==> src/rtl/sbm_pkg.sv <==
// Package: shared constants and the register offset type for the byte SPI master.
// Assumes a 16-bit register port addressed by 3-bit word offsets.
package sbm_pkg;

    localparam int BUS_DW = 16;
    localparam int BUS_AW = 3;

    localparam logic [BUS_DW-1:0] UNLOCK_KEY = 16'hAAAA;

    typedef enum logic [BUS_AW-1:0] {
        REG_KEY   = 3'd0,
        REG_CMD   = 3'd1,
        REG_TXD   = 3'd2,
        REG_RXD   = 3'd3,
        REG_DIV   = 3'd4,
        REG_CSEL  = 3'd5,
        REG_RXREQ = 3'd6,
        REG_STAT  = 3'd7
    } sbm_reg_e;

    localparam int STAT_TXRDY = 0;
    localparam int STAT_RXRDY = 1;
    localparam int STAT_BUSY  = 2;
    localparam int STAT_UNLK  = 3;

endpackage

==> src/rtl/sbm_clkdiv.sv <==
// Module: half-period tick generator for the serial clock.
// Emits a one-cycle tick every DIV+1 system clocks while enabled; the count
// restarts from zero whenever the enable drops. Assumes div is static during
// a transfer (software changes it only between bytes).
module sbm_clkdiv #(
    parameter int DIV_W = 8
) (
    input  logic             clk,
    input  logic             rst_n,
    input  logic             en,
    input  logic [DIV_W-1:0] div,
    output logic             tick
);

    logic [DIV_W-1:0] cnt_q;

    // Half-period counter, cleared when idle.
    always_ff @(posedge clk) begin
        if (!rst_n || !en) begin
            cnt_q <= '0;
        end else if (cnt_q == div) begin
            cnt_q <= '0;
        end else begin
            cnt_q <= cnt_q + 1'b1;
        end
    end

    // Tick marks the last cycle of each half period.
    always_comb begin
        tick = en && (cnt_q == div);
    end

endmodule

==> src/rtl/sbm_shifter.sv <==
// Module: one-byte mode 0 shift engine.
// Starts on a single-cycle start pulse when idle. Each tick toggles the serial
// clock; rising edges sample miso, falling edges advance mosi. The byte ends on
// the falling edge after the last rising edge, with a registered done pulse.
// A low run input acts as a synchronous reset of the engine.
module sbm_shifter #(
    parameter int BYTE_W = 8
) (
    input  logic              clk,
    input  logic              rst_n,
    input  logic              run,
    input  logic              tick,
    input  logic              start_tx,
    input  logic              start_rx,
    input  logic [BYTE_W-1:0] tx_byte,
    input  logic              miso,
    output logic              sclk,
    output logic              mosi,
    output logic              busy,
    output logic              done,
    output logic              done_rx,
    output logic [BYTE_W-1:0] rx_byte
);

    localparam int CNT_W = $clog2(BYTE_W + 1);
    localparam logic [CNT_W-1:0] LAST_BIT = CNT_W'(BYTE_W);

    logic              busy_q;
    logic              is_rx_q;
    logic              sclk_q;
    logic [CNT_W-1:0]  bitcnt_q;
    logic [BYTE_W-1:0] tx_sh_q;
    logic [BYTE_W-1:0] rx_sh_q;
    logic              done_q;
    logic              done_rx_q;

    // Transfer state machine: load, toggle clock on ticks, finish after last bit.
    always_ff @(posedge clk) begin
        done_q <= 1'b0;
        if (!rst_n || !run) begin
            busy_q    <= 1'b0;
            is_rx_q   <= 1'b0;
            sclk_q    <= 1'b0;
            bitcnt_q  <= '0;
            tx_sh_q   <= '0;
            rx_sh_q   <= '0;
            done_rx_q <= 1'b0;
        end else if (!busy_q) begin
            if (start_tx) begin
                busy_q   <= 1'b1;
                is_rx_q  <= 1'b0;
                bitcnt_q <= '0;
                tx_sh_q  <= tx_byte;
            end else if (start_rx) begin
                busy_q   <= 1'b1;
                is_rx_q  <= 1'b1;
                bitcnt_q <= '0;
                tx_sh_q  <= '0;
            end
        end else if (tick) begin
            if (!sclk_q) begin
                sclk_q   <= 1'b1;
                rx_sh_q  <= {rx_sh_q[BYTE_W-2:0], miso};
                bitcnt_q <= bitcnt_q + 1'b1;
            end else begin
                sclk_q  <= 1'b0;
                tx_sh_q <= {tx_sh_q[BYTE_W-2:0], 1'b0};
                if (bitcnt_q == LAST_BIT) begin
                    busy_q    <= 1'b0;
                    done_q    <= 1'b1;
                    done_rx_q <= is_rx_q;
                end
            end
        end
    end

    // Output mapping; mosi is forced low when idle.
    always_comb begin
        sclk    = sclk_q;
        mosi    = busy_q && tx_sh_q[BYTE_W-1];
        busy    = busy_q;
        done    = done_q;
        done_rx = done_rx_q;
        rx_byte = rx_sh_q;
    end

endmodule

==> src/rtl/sbm_regfile.sv <==
// Module: register file and bus decode for the byte SPI master.
// Holds the key, run bit, divider, select bit, received byte and the ready
// flag. Gated writes take effect only while the key matches the unlock value.
// Assumes single-cycle bus strobes; read data is combinational.
module sbm_regfile
    import sbm_pkg::*;
#(
    parameter int BYTE_W = 8,
    parameter int DIV_W  = 8
) (
    input  logic              clk,
    input  logic              rst_n,
    input  logic              bus_wr,
    input  logic              bus_rd,
    input  logic [BUS_AW-1:0] bus_addr,
    input  logic [BUS_DW-1:0] bus_wdata,
    output logic [BUS_DW-1:0] bus_rdata,
    input  logic              busy,
    input  logic              done,
    input  logic              done_rx,
    input  logic [BYTE_W-1:0] rx_byte,
    output logic              start_tx,
    output logic              start_rx,
    output logic [BYTE_W-1:0] tx_byte,
    output logic              eng_run,
    output logic [DIV_W-1:0]  div,
    output logic              cs_on,
    output logic              unlocked,
    output logic              rx_ready
);

    localparam int RX_PAD  = BUS_DW - BYTE_W;
    localparam int DIV_PAD = BUS_DW - DIV_W;

    logic [BUS_DW-1:0] key_q;
    logic              run_q;
    logic [DIV_W-1:0]  div_q;
    logic              cs_q;
    logic [BYTE_W-1:0] rxd_q;
    logic              rxr_q;
    logic              wr_ok;
    logic              rd_rxd;
    logic              tx_rdy;

    // Write qualification and start pulses toward the engine.
    always_comb begin
        wr_ok    = bus_wr && (key_q == UNLOCK_KEY);
        tx_rdy   = run_q && !busy;
        start_tx = wr_ok && (bus_addr == REG_TXD) && tx_rdy;
        start_rx = wr_ok && (bus_addr == REG_RXREQ) && tx_rdy;
        tx_byte  = bus_wdata[BYTE_W-1:0];
        rd_rxd   = bus_rd && (bus_addr == REG_RXD);
    end

    // Key register, always writable.
    always_ff @(posedge clk) begin
        if (!rst_n) begin
            key_q <= '0;
        end else if (bus_wr && bus_addr == REG_KEY) begin
            key_q <= bus_wdata;
        end
    end

    // Gated control registers: run bit, divider, select.
    always_ff @(posedge clk) begin
        if (!rst_n) begin
            run_q <= 1'b0;
            div_q <= '0;
            cs_q  <= 1'b0;
        end else if (wr_ok) begin
            if (bus_addr == REG_CMD)  run_q <= bus_wdata[0];
            if (bus_addr == REG_DIV)  div_q <= bus_wdata[DIV_W-1:0];
            if (bus_addr == REG_CSEL) cs_q  <= bus_wdata[0];
        end
    end

    // Received byte and its ready flag; a completing byte wins over a clear.
    always_ff @(posedge clk) begin
        if (!rst_n || !run_q) begin
            rxd_q <= rst_n ? rxd_q : '0;
            rxr_q <= 1'b0;
        end else if (done && done_rx) begin
            rxd_q <= rx_byte;
            rxr_q <= 1'b1;
        end else if (rd_rxd) begin
            rxr_q <= 1'b0;
        end
    end

    // Read multiplexer.
    always_comb begin
        bus_rdata = '0;
        case (bus_addr)
            REG_CMD:  bus_rdata = {{(BUS_DW-1){1'b0}}, run_q};
            REG_RXD:  bus_rdata = {{RX_PAD{1'b0}}, rxd_q};
            REG_DIV:  bus_rdata = {{DIV_PAD{1'b0}}, div_q};
            REG_CSEL: bus_rdata = {{(BUS_DW-1){1'b0}}, cs_q};
            REG_STAT: begin
                bus_rdata[STAT_TXRDY] = tx_rdy;
                bus_rdata[STAT_RXRDY] = rxr_q;
                bus_rdata[STAT_BUSY]  = busy;
                bus_rdata[STAT_UNLK]  = (key_q == UNLOCK_KEY);
            end
            default:  bus_rdata = '0;
        endcase
    end

    // Outputs toward the engine and the pins.
    always_comb begin
        eng_run  = run_q;
        div      = div_q;
        cs_on    = cs_q;
        unlocked = (key_q == UNLOCK_KEY);
        rx_ready = rxr_q;
    end

endmodule

==> src/rtl/spi_byte_master.sv <==
// Module: top of the register-programmed byte SPI master.
// Connects the register file, the serial clock divider and the shift engine.
// Assumes a mode 0 device on the serial side and single-cycle bus strobes.
module spi_byte_master
    import sbm_pkg::*;
#(
    parameter int BYTE_W = 8,
    parameter int DIV_W  = 8
) (
    input  logic              clk,
    input  logic              rst_n,
    input  logic              bus_wr,
    input  logic              bus_rd,
    input  logic [2:0]        bus_addr,
    input  logic [15:0]       bus_wdata,
    output logic [15:0]       bus_rdata,
    output logic              sclk,
    output logic              cs_n,
    output logic              mosi,
    input  logic              miso
);

    logic              busy;
    logic              done;
    logic              done_rx;
    logic [BYTE_W-1:0] rx_byte;
    logic              start_tx;
    logic              start_rx;
    logic [BYTE_W-1:0] tx_byte;
    logic              eng_run;
    logic [DIV_W-1:0]  div;
    logic              cs_on;
    logic              unlocked;
    logic              rx_ready;
    logic              tick;
    logic              cs_n_q;

    sbm_regfile #(.BYTE_W(BYTE_W), .DIV_W(DIV_W)) u_regs (
        .clk       (clk),
        .rst_n     (rst_n),
        .bus_wr    (bus_wr),
        .bus_rd    (bus_rd),
        .bus_addr  (bus_addr),
        .bus_wdata (bus_wdata),
        .bus_rdata (bus_rdata),
        .busy      (busy),
        .done      (done),
        .done_rx   (done_rx),
        .rx_byte   (rx_byte),
        .start_tx  (start_tx),
        .start_rx  (start_rx),
        .tx_byte   (tx_byte),
        .eng_run   (eng_run),
        .div       (div),
        .cs_on     (cs_on),
        .unlocked  (unlocked),
        .rx_ready  (rx_ready)
    );

    sbm_clkdiv #(.DIV_W(DIV_W)) u_div (
        .clk   (clk),
        .rst_n (rst_n),
        .en    (busy),
        .div   (div),
        .tick  (tick)
    );

    sbm_shifter #(.BYTE_W(BYTE_W)) u_shift (
        .clk      (clk),
        .rst_n    (rst_n),
        .run      (eng_run),
        .tick     (tick),
        .start_tx (start_tx),
        .start_rx (start_rx),
        .tx_byte  (tx_byte),
        .miso     (miso),
        .sclk     (sclk),
        .mosi     (mosi),
        .busy     (busy),
        .done     (done),
        .done_rx  (done_rx),
        .rx_byte  (rx_byte)
    );

    // Chip select follows the select register, inverted for the active-low pin.
    always_comb begin
        cs_n_q = !cs_on;
        cs_n   = cs_n_q;
    end

endmodule

==> config.mk <==
export PLATFORM = sky130hd
export DESIGN_NAME = spi_byte_master
export DESIGN_NICKNAME = d
export VERILOG_FILES = /design/src/rtl/sbm_pkg.sv /design/src/rtl/sbm_clkdiv.sv /design/src/rtl/sbm_shifter.sv /design/src/rtl/sbm_regfile.sv /design/src/rtl/spi_byte_master.sv
export SDC_FILE = /design/constraint.sdc
export NUM_CORES = 1
export LEC_CHECK = 0
export BUFFER_PORTS_ARGS = -buffer_cell sky130_fd_sc_hd__buf_2
export CAP_MARGIN = 30
export CORE_ASPECT_RATIO = 1.1
export CORE_MARGIN = 3
export CORE_UTILIZATION = 52
export DETAILED_ROUTE_END_ITERATION = 6
export PLACE_DENSITY = 0.73
export SLEW_MARGIN = 20
export SYNTH_ARGS = -nofsm -noshare
export SYNTH_HDL_FRONTEND = slang
export SYNTH_SLANG_ARGS = --single-unit
==> constraint.sdc <==
create_clock -name clk -period 1.8 [get_ports clk]
set_input_delay 0.27 -clock clk [delete_from_list [all_inputs] [get_ports clk]]
set_output_delay 0.27 -clock clk [all_outputs]
set_load 0.02 [all_outputs]
==> flow_metrics.py, run 1 <==
metrics = {
    "status": {
        "run_status": "finished, violations left",
        "violations": "setup timing",
    },
    "pwr": {
        "fin_total_pwr_mw": 3.18,
        "ir_drop_v": 0.000575,
        "power.leakage_nw": 1.58,
        "power_density_mw_per_mm2": 831,
    },
    "synth": {
        "synthArstFlopShare_pct": 0,
        "synth_top_area_share_pct": 37.0,
        "synthTopCellsByArea": "dfxtp_1 37%, nand2_1 7.9%, edfxtp_1 7.4%, mux2i_1 4.3%, a21boi_0 3.9%",
        "ys.flop_type": "dfxtp_1",
        "ys_ff_latch": 68,
        "synth-edff-count": 8,
        "synth_top_area_cell": "dfxtp_1",
        "ys_seq_area_share_pct": 44.4,
        "yosys.cell_types.count": 52,
        "syn_inst": 351,
        "synth_area_mm2": 0.00324,
        "synth_warnings": 0,
        "syn_avg_cell_area_um2": 9.24,
    },
    "floorplanning": {
        "pin_count": 43,
        "initial_core_util_pct": 54.8,
        "die_area_mm2": 0.00722,
        "fp.dieW_um": 81.3,
        "rows": 29,
        "die_h_um": 88.8,
        "core_mm2": 0.00591,
    },
    "setup_path": {
        "cp-end-kind": "output pin",
        "required_ns": 1.53,
        "path_class": "reg2out",
        "crit_path_max_fanout": 2,
        "cp-start-kind": "register",
        "arrival_ns": 1.63,
    },
    "clock_tree": {
        "clock-root-buffer": "clkbuf_8",
        "numCtsBuffers": 9,
        "cts_tree": "built",
        "clock_path_buffers": 2,
        "cts_max_level": 3,
        "cts_sinks": 68,
        "path_clk_slew_ns": 0.08,
        "clk_latency_ns": 0.35,
    },
    "drt": {
        "wl_per_cell_um": 16.0,
        "wl_mm": 7.72,
        "dr.pass1.iters": 6,
        "antenna_left": 0,
        "num_vias": 2706,
        "drt_first_iter_violations": 260,
        "drc": 0,
        "via_per_inst": 5.61,
    },
    "sta": {
        "timing.fmax_mhz": 525,
        "hold_viol": 0,
        "fin_crit_sh_pct": 106,
        "period_minus_slack_ns": 1.90,
        "layout_setup_ws_ns": -0.104,
        "fin_tns_setup_ns": -0.232,
        "setup_viol": 5,
        "rsz0062_at_grt": "yes",
        "drv_slew": 0,
        "finClkSkew_ns": 0.00879,
    },
    "global_routing": {
        "antenna_found_initial": 0,
        "grt_first_pass_wirelength_mm": 12.1,
        "grt_max_degree": 32,
        "grt-ovfl-total": 0,
        "grt_use_total_pct": 22.4,
        "grt_pass1_vias": 2404,
    },
    "finish": {
        "final_util_pct": 64.8,
        "fill_cells": 480,
        "num_antenna_cells": 0,
        "layout-drive-gt1-share_pct": 24.2,
        "fin_area_mm2": 0.00383,
        "area_growth_syn_to_layout_pct": 18.1,
        "num-nets-final": 427,
    },
    "placement": {
        "finalWeightedCongestion": 0.828,
        "placed_area_mm2": 0.00346,
        "dp_hpwl_mm": 5.31,
        "place_ws_ns": 0.00969,
        "io_buffers": 34,
    },
    "flow_run": {
        "maxCapViolCount": 0,
    },
    "min_path": {
        "worst_hold_path_type": "in2reg",
    },
}
[worst paths after layout]
path / startpoint / cells after the start / to / slack [ns]
max: u_regs.key_q[0] / 5 / bus_rdata[3] / -0.10
min: miso / 3 / u_shift.rx_byte[0] / 0.16
max reg2reg: u_regs.key_q[12] / 6 / u_shift.tx_sh_q[7] / -0.05
min reg2reg: u_shift.rx_byte[7] / 2 / u_shift.rx_byte[7] / 0.45
[report_power, final]
group	internal [mW]	switching [mW]	leakage [nW]
sequential	1.55	0.00640	0.561
combinational	0.0552	0.0915	0.899
clock	0.867	0.615	0.119
total	2.47	0.713	1.58
[critical path, cell delays in order (launching register included)]
cell and delay [ns]:
dfxtp_1 0.32, and4bb_2 0.32, and4_4 0.25, mux2i_1 0.07, o21ai_1 0.17, buf_4 0.17
[timing repair]
item                       CTS  global route
buffers inserted             6             3
resized for setup            8            11
pin swaps                    7            15
gates cloned                 0             1
setup endpoints to repair    9            22
hold buffers                 0             0
[state kept, by name (all words and copies together) (netlist names)]
signal and flops:
u_shift.is_rx_q 1, u_shift.tx_sh_q 8, u_shift.rx_byte 8, u_regs.key_q 16
u_shift.done 1, u_regs.rx_ready 1, u_shift.sclk 1, u_shift.bitcnt_q 4
u_regs.rxd_q 8, u_regs.cs_on 1, u_div.cnt_q 8, u_regs.eng_run 1
u_shift.busy 1, u_shift.done_rx 1, u_regs.div 8
[kinds of logic after synthesis]
kind of cell | count (synthesis) | share of synthesized area, %
flops | 68 | 44.4
simple gates | 160 | 27.3
mux | 14 | 4.32
fa+ha+maj | 3 | 1.16
compound gates | 56 | 12.0
buf+inv | 35 | 6.87
other cells | 1 | 0.116
xor+xnor | 14 | 3.78
[per-stage QoR]
stage / hold slack (ns) / cells
global route: 0.161 / 482
global placement: 0.439 / 457
finish: 0.157 / 482
detailed placement: 0.444 / 457
floorplan: 0.407 / 358
CTS: 0.151 / 478
[placed cells by master (no fill, tap or decap), types with 9 or more instances in the layout]
master,Yosys,final
a21boi_0,17,17
a21oi_1,13,13
and3_1,11,10
buf_2,4,32
buf_4,8,24
clkbuf_8,4,9
dfxtp_1,60,57
mux2i_1,14,14
nand2_1,68,68
nor2_1,18,18
nor2b_1,11,11
nor3_1,14,14
xor2_1,10,9
[Yosys cell counts (2+ instances only)]
| master | n |
|---|---|
| a21boi_0 | 17 |
| a21oi_1 | 13 |
| a222oi_1 | 7 |
| a22o_1 | 3 |
| a22oi_1 | 2 |
| and2_1 | 2 |
| and3_1 | 11 |
| and4bb_1 | 2 |
| and4bb_2 | 2 |
| buf_2 | 4 |
| buf_4 | 8 |
| buf_6 | 2 |
| clkbuf_1 | 10 |
| clkbuf_8 | 4 |
| dfxtp_1 | 60 |
| edfxtp_1 | 8 |
| ha_1 | 3 |
| inv_1 | 6 |
| mux2i_1 | 14 |
| nand2_1 | 68 |
| nand2b_1 | 2 |
| nand3_1 | 7 |
| nand4_1 | 4 |
| nand4_2 | 2 |
| nor2_1 | 18 |
| nor2b_1 | 11 |
| nor3_1 | 14 |
| nor4_1 | 2 |
| nor4_4 | 3 |
| o21ai_0 | 8 |
| xnor2_1 | 4 |
| xor2_1 | 10 |
[per-layer routing]
layer	vias to the layer above	track usage, %	part of all wire (%)
met2	93	35.4	46
met1	1284	30.1	46
li1	1310	-	-
met3	19	4.89	5.9
met4	0	8.14	2.1
met5	-	0	0
[cell type report]
| type | instances | area, µm² | share of cell area (%) |
|---|---|---|---|
| clock inverters | 5 | 82.6 | 2.16 |
| multi-input cells | 256 | 1660 | 43.3 |
| clock buffers | 11 | 153 | 3.98 |
| flip-flops and latches | 68 | 1450 | 37.7 |
| repair buffers | 59 | 374 | 9.76 |
| well taps | 77 | 96.3 | 2.51 |
| inverters | 6 | 22.5 | 0.588 |
No activity file was read; power rests on OpenSTA's default activity.
==> run 2: changes to the inputs <==
--- a/config.mk
+++ b/config.mk
@@ -7,7 +7,7 @@
 export LEC_CHECK = 0
 export BUFFER_PORTS_ARGS = -buffer_cell sky130_fd_sc_hd__buf_2
 export CAP_MARGIN = 30
-export CORE_ASPECT_RATIO = 1.1
+export CORE_ASPECT_RATIO = 0.6
 export CORE_MARGIN = 3
 export CORE_UTILIZATION = 52
 export DETAILED_ROUTE_END_ITERATION = 6
==> run 2 against run 1 <==
  * Non-clock buffer count grew 8
  * Hold slack better by 0.0032 ns
  * Design area is 0.16% lower
  * Highest routed layer unchanged
  * Utilization grew 1.1 points
  * Routed wire length rose by 6.3%
  * The run still ends with setup timing left
  * Clock skew up 0.0019 ns
  * Setup slack about the same
  * Global-route usage is 1.4 points higher
==> flow_metrics.py, run 2 (synthesis gave the netlist of run 1 again) <==
metrics = {
    "floorplanning": {
        "die_h_um": 67.2,
        "initial_core_util_pct": 55.9,
        "pin_count": 43,
        "die_area_mm2": 0.00725,
        "fp.dieW_um": 108,
        "core_mm2": 0.00581,
        "rows": 21,
    },
    "pwr": {
        "power.leakage_nw": 1.60,
        "fin_total_pwr_mw": 2.89,
        "power_density_mw_per_mm2": 755,
        "ir_drop_v": 0.000588,
    },
    "finish": {
        "largest_reg_flops": 16,
        "final_common_cell": "nand2_1",
        "area_growth_syn_to_layout_pct": 17.9,
        "layout-drive-gt1-share_pct": 24.7,
        "stdcell_count": 493,
        "final_cell_mix": "68 x nand2_1, 58 x dfxtp_1, 33 x buf_4",
        "largest-register": "u_regs.key_q",
        "num_antenna_cells": 0,
        "num-nets-final": 435,
    },
    "drt": {
        "drc": 0,
        "dr.pass1.iters": 7,
        "wl_mm": 8.21,
        "drt_first_iter_violations": 242,
        "num_vias": 2745,
        "via_per_inst": 5.57,
        "wl_per_cell_um": 16.7,
        "antenna_left": 0,
    },
    "placement": {
        "place_ws_ns": -0.000346,
        "dp_hpwl_mm": 5.99,
        "io_buffers": 34,
        "finalWeightedCongestion": 0.852,
        "placedCellCount": 471,
    },
    "global_routing": {
        "grt_pass1_vias": 2462,
        "grt-ovfl-total": 0,
        "antenna_found_initial": 0,
        "grt_first_pass_wirelength_mm": 12.8,
        "grt_max_degree": 20,
        "grt_use_total_pct": 23.8,
    },
    "setup_path": {
        "cp-start-kind": "register",
        "arrival_ns": 1.63,
        "required_ns": 1.53,
        "crit_path_max_fanout": 2,
        "path_class": "reg2out",
        "cp-end-kind": "output pin",
    },
    "sta": {
        "period_minus_slack_ns": 1.90,
        "holdWs_ns": 0.160,
        "rsz0062_at_grt": "yes",
        "fin_crit_sh_pct": 106,
        "timing.fmax_mhz": 525,
        "drv_slew": 0,
        "finClkSkew_ns": 0.0107,
        "hold_viol": 0,
        "setup_viol": 4,
        "layout_setup_ws_ns": -0.104,
    },
    "clock_tree": {
        "clk_latency_ns": 0.36,
        "path_clk_slew_ns": 0.08,
        "cts_max_level": 3,
        "numCtsBuffers": 9,
        "cts_tree": "built",
        "cts_sinks": 68,
        "clock_path_buffers": 2,
        "clock-root-buffer": "clkbuf_8",
        "hold_buffers": 0,
    },
    "status": {
        "run_status": "finished, violations left",
        "violations": "setup timing",
    },
    "min_path": {
        "worst_hold_path_type": "in2reg",
    },
    "flow_run": {
        "maxCapViolCount": 0,
    },
}
run 2: worst paths after layout:
check	from	to	slack (ns)	cells past startpoint
worst min-delay path	bus_wdata[10]	u_regs.key_q[10]	0.16	3
worst max-delay path	u_regs.key_q[14]	bus_rdata[3]	-0.10	5
worst min register to register	u_regs.key_q[8]	u_regs.key_q[8]	0.46	2
worst max register to register	u_regs.key_q[0]	u_shift.tx_sh_q[4]	-0.02	6
run 2: through the flow:
step	TNS (ns)	instance area [µm²]	util, %
floorplan	0	3270	-
global placement	0	3550	61.1
detailed placement	-0.000346	3550	61.1
CTS	-0.199	3760	64.8
global route	-1.66	3820	65.9
finish	-0.207	3820	65.9
run 2: layer usage:
layer / vias up / wire, µm / track usage (%) / share of wire, %
met5: - / 0 / 0 / 0
met4: 0 / 76 / 7.87 / 0.93
met3: 9 / 912 / 8.21 / 11
met2: 133 / 3160 / 31.5 / 38
met1: 1270 / 4060 / 35.5 / 50
li1: 1333 / - / - / -
run 2: worst max-delay path, cell delays in order, from the launching register on:
cell and delay, ns:
dfxtp_1 0.31, and4bb_2 0.33, and4_4 0.25, mux2i_1 0.07, o21ai_1 0.15, buf_4 0.16
run 2: timing repair:
action,4_1_cts,5_1_grt
pin swaps,5,7
setup buffers,3,3
resized for setup,6,7
endpoints found under the setup margin,5,21
gates cloned,0,1
run 2: power by group:
group / internal (mW) / switching (mW)
clock network: 0.578 / 0.604
registers: 1.55 / 0.00693
logic: 0.0578 / 0.0957
run 2: cell type report:
class                           instances  area [µm²]
Clock buffer                           10         149
Fill cell                             498        1980
Clock inverter                          6        37.5
Tap cell                               80         100
Timing Repair Buffer                   67         430
Sequential cell                        68        1440
Inverter                                6        22.5
Multi-Input combinational cell        256        1640
==> run 3: changes to the inputs <==
--- a/config.mk
+++ b/config.mk
@@ -11,6 +11,7 @@
 export CORE_MARGIN = 3
 export CORE_UTILIZATION = 52
 export DETAILED_ROUTE_END_ITERATION = 6
+export GPL_ROUTABILITY_DRIVEN = 0
 export PLACE_DENSITY = 0.73
 export SLEW_MARGIN = 20
 export SYNTH_ARGS = -nofsm -noshare
==> constraint.sdc (replaced) <==
create_clock -name clk -period 1.8 [get_ports clk]
set_input_delay 0.27 -clock clk [delete_from_list [all_inputs] [get_ports clk]]
set_output_delay 0.27 -clock clk [all_outputs]
set_load 0.01 [all_outputs]
==> run 3 against run 2 <==
  * The flow finishes with violations (DRC, setup timing)
  * Via count increased by 1.3%
  * Sequential share of layout area decreased by 0.84 points
  * Cell count decreased by 0.20%
  * Critical endpoint unchanged
  * Clock-buffer cell count unchanged
  * Setup slack gained 0.030 ns
  * Fmax rose by 1.6%
  * Register-to-register slack improved by 0.04 ns
  * Clock power rose by 28%
  * Utilization is 1.9 points higher
==> flow_metrics.py, run 3 (synthesis gave the netlist of run 1 again) <==
metrics = {
    "finish": {
        "layout-drive-gt1-share_pct": 28.2,
        "num_antenna_cells": 0,
        "largest-register": "u_regs.key_q",
        "area_growth_syn_to_layout_pct": 21.3,
        "final_cell_mix": "64 x nand2_1, 54 x dfxtp_1, 34 x buf_2",
        "largest_reg_flops": 16,
        "stdcell_count": 492,
        "final_common_cell": "nand2_1",
        "fin_area_mm2": 0.00393,
        "num-nets-final": 434,
    },
    "global_routing": {
        "grt-ovfl-total": 0,
        "antenna_found_initial": 0,
        "grt_max_degree": 30,
        "grt_pass1_vias": 2508,
        "grt_first_pass_wirelength_mm": 13.0,
        "grt_use_total_pct": 23.6,
    },
    "sta": {
        "layout_setup_ws_ns": -0.0743,
        "hold_viol": 0,
        "timing.fmax_mhz": 534,
        "period_minus_slack_ns": 1.87,
        "finClkSkew_ns": 0.0103,
        "setup_viol": 2,
        "drv_slew": 0,
        "fin_crit_sh_pct": 104,
        "rsz0062_at_grt": "yes",
    },
    "setup_path": {
        "reg2reg_slack_ns": 0.02,
        "crit_start": "u_regs.key_q[0]",
        "cp-end-kind": "output pin",
        "arrival_ns": 1.60,
        "worst_r2r_path_depth": 7,
        "required_ns": 1.53,
        "r2r_start": "u_div.cnt_q[7]",
        "path_class": "reg2out",
        "cp-start-kind": "register",
        "timing.rr.end": "u_shift.rx_byte[1]",
        "cp-endpoint": "bus_rdata[3]",
        "crit_path_max_fanout": 2,
    },
    "clock_tree": {
        "cts_max_level": 3,
        "cts_tree": "built",
        "hold_buffers": 0,
        "cts_sinks": 68,
        "path_clk_slew_ns": 0.07,
        "clock-root-buffer": "clkbuf_8",
        "clk_latency_ns": 0.34,
        "numCtsBuffers": 9,
        "clock_path_buffers": 2,
    },
    "drt": {
        "via_per_inst": 5.65,
        "met1Wirelength_mm": 4.11,
        "wl_met2_mm": 3.14,
        "highest_layer": "met4",
        "wl_per_cell_um": 16.5,
        "antenna_left": 0,
        "wl_mm": 8.10,
        "num_vias": 2780,
        "wl_met3_um": 784,
        "drt_first_iter_violations": 322,
        "dr.pass1.iters": 7,
        "drc": 8,
    },
    "placement": {
        "place_ws_ns": -0.0257,
        "dp_hpwl_mm": 5.90,
        "io_buffers": 34,
        "placed_area_mm2": 0.00353,
        "placedCellCount": 468,
    },
    "min_path": {
        "worst_hold_path_type": "in2reg",
    },
    "floorplanning": {
        "die_area_mm2": 0.00725,
        "core_mm2": 0.00581,
        "fp.dieW_um": 108,
        "rows": 21,
        "die_h_um": 67.2,
        "pin_count": 43,
        "initial_core_util_pct": 55.9,
    },
    "pwr": {
        "power_density_mw_per_mm2": 814,
        "power.leakage_nw": 1.62,
        "ir_drop_v": 0.000420,
    },
    "flow_run": {
        "maxCapViolCount": 0,
    },
    "status": {
        "violations": "DRC, setup timing",
        "run_status": "finished, violations left",
    },
}
## run 3: metrics by stage
step	hold WS, ns	power, mW	utilization, %	setup TNS (ns)
finish	0.173	3.20	67.7	-0.0992
global placement	0.446	1.72	60.7	0
global route	0.168	3.30	67.7	-1.23
floorplan	0.407	1.68	-	0
detailed placement	0.449	1.72	60.7	-0.0653
CTS	0.152	3.23	65.3	-0.127
## run 3: area by class of cell
cell class              count  area (µm²)
repair buffers             67         425
well taps                  80         100
inverters                   6        22.5
clock inverters             6         113
clock buffers              10         128
fillers                   464        1870
multi-input cells         255        1690
flip-flops and latches     68        1450
## run 3: how the worst min path moves through the flow
stage,slack (ns),cells after the start,from,end
floorplan,0.41,2,bus_wdata[0],u_shift.tx_sh_q[0]
global placement,0.45,2,u_shift.rx_byte[7],u_shift.rx_byte[7]
detailed placement,0.45,2,u_shift.rx_byte[7],u_shift.rx_byte[7]
CTS,0.15,3,bus_wdata[13],u_regs.key_q[13]
global route,0.17,3,bus_wdata[11],u_regs.key_q[11]
finish,0.17,3,bus_wdata[13],u_regs.key_q[13]
## run 3: critical path, cell delays in order, from the launching register on
cell      delay, ns
dfxtp_1        0.32
and4bb_2       0.35
and4_4         0.24
mux2i_1        0.07
o21ai_1        0.14
buf_2          0.15
## run 3: metal layers
layer	track usage [%]	vias to the layer above
met1	35.9	1320
met4	5.67	0
met3	6.97	11
met5	0	-
li1	-	1319
met2	32.5	130
## run 3: power breakdown
group	total [mW]	switching [mW]	internal, mW
sequential	1.55	0.00684	1.55
clock	1.51	0.585	0.923
combinational	0.140	0.0824	0.0572
total	3.20	0.674	2.53
## run 3: timing repair
action                     in CTS  in global routing
setup buffers                   1                  7
pin swaps                       2                 17
resized for setup               4                 27
setup endpoints to repair       8                 22
hold endpoints to repair        0                  0
cloned                          0                  1
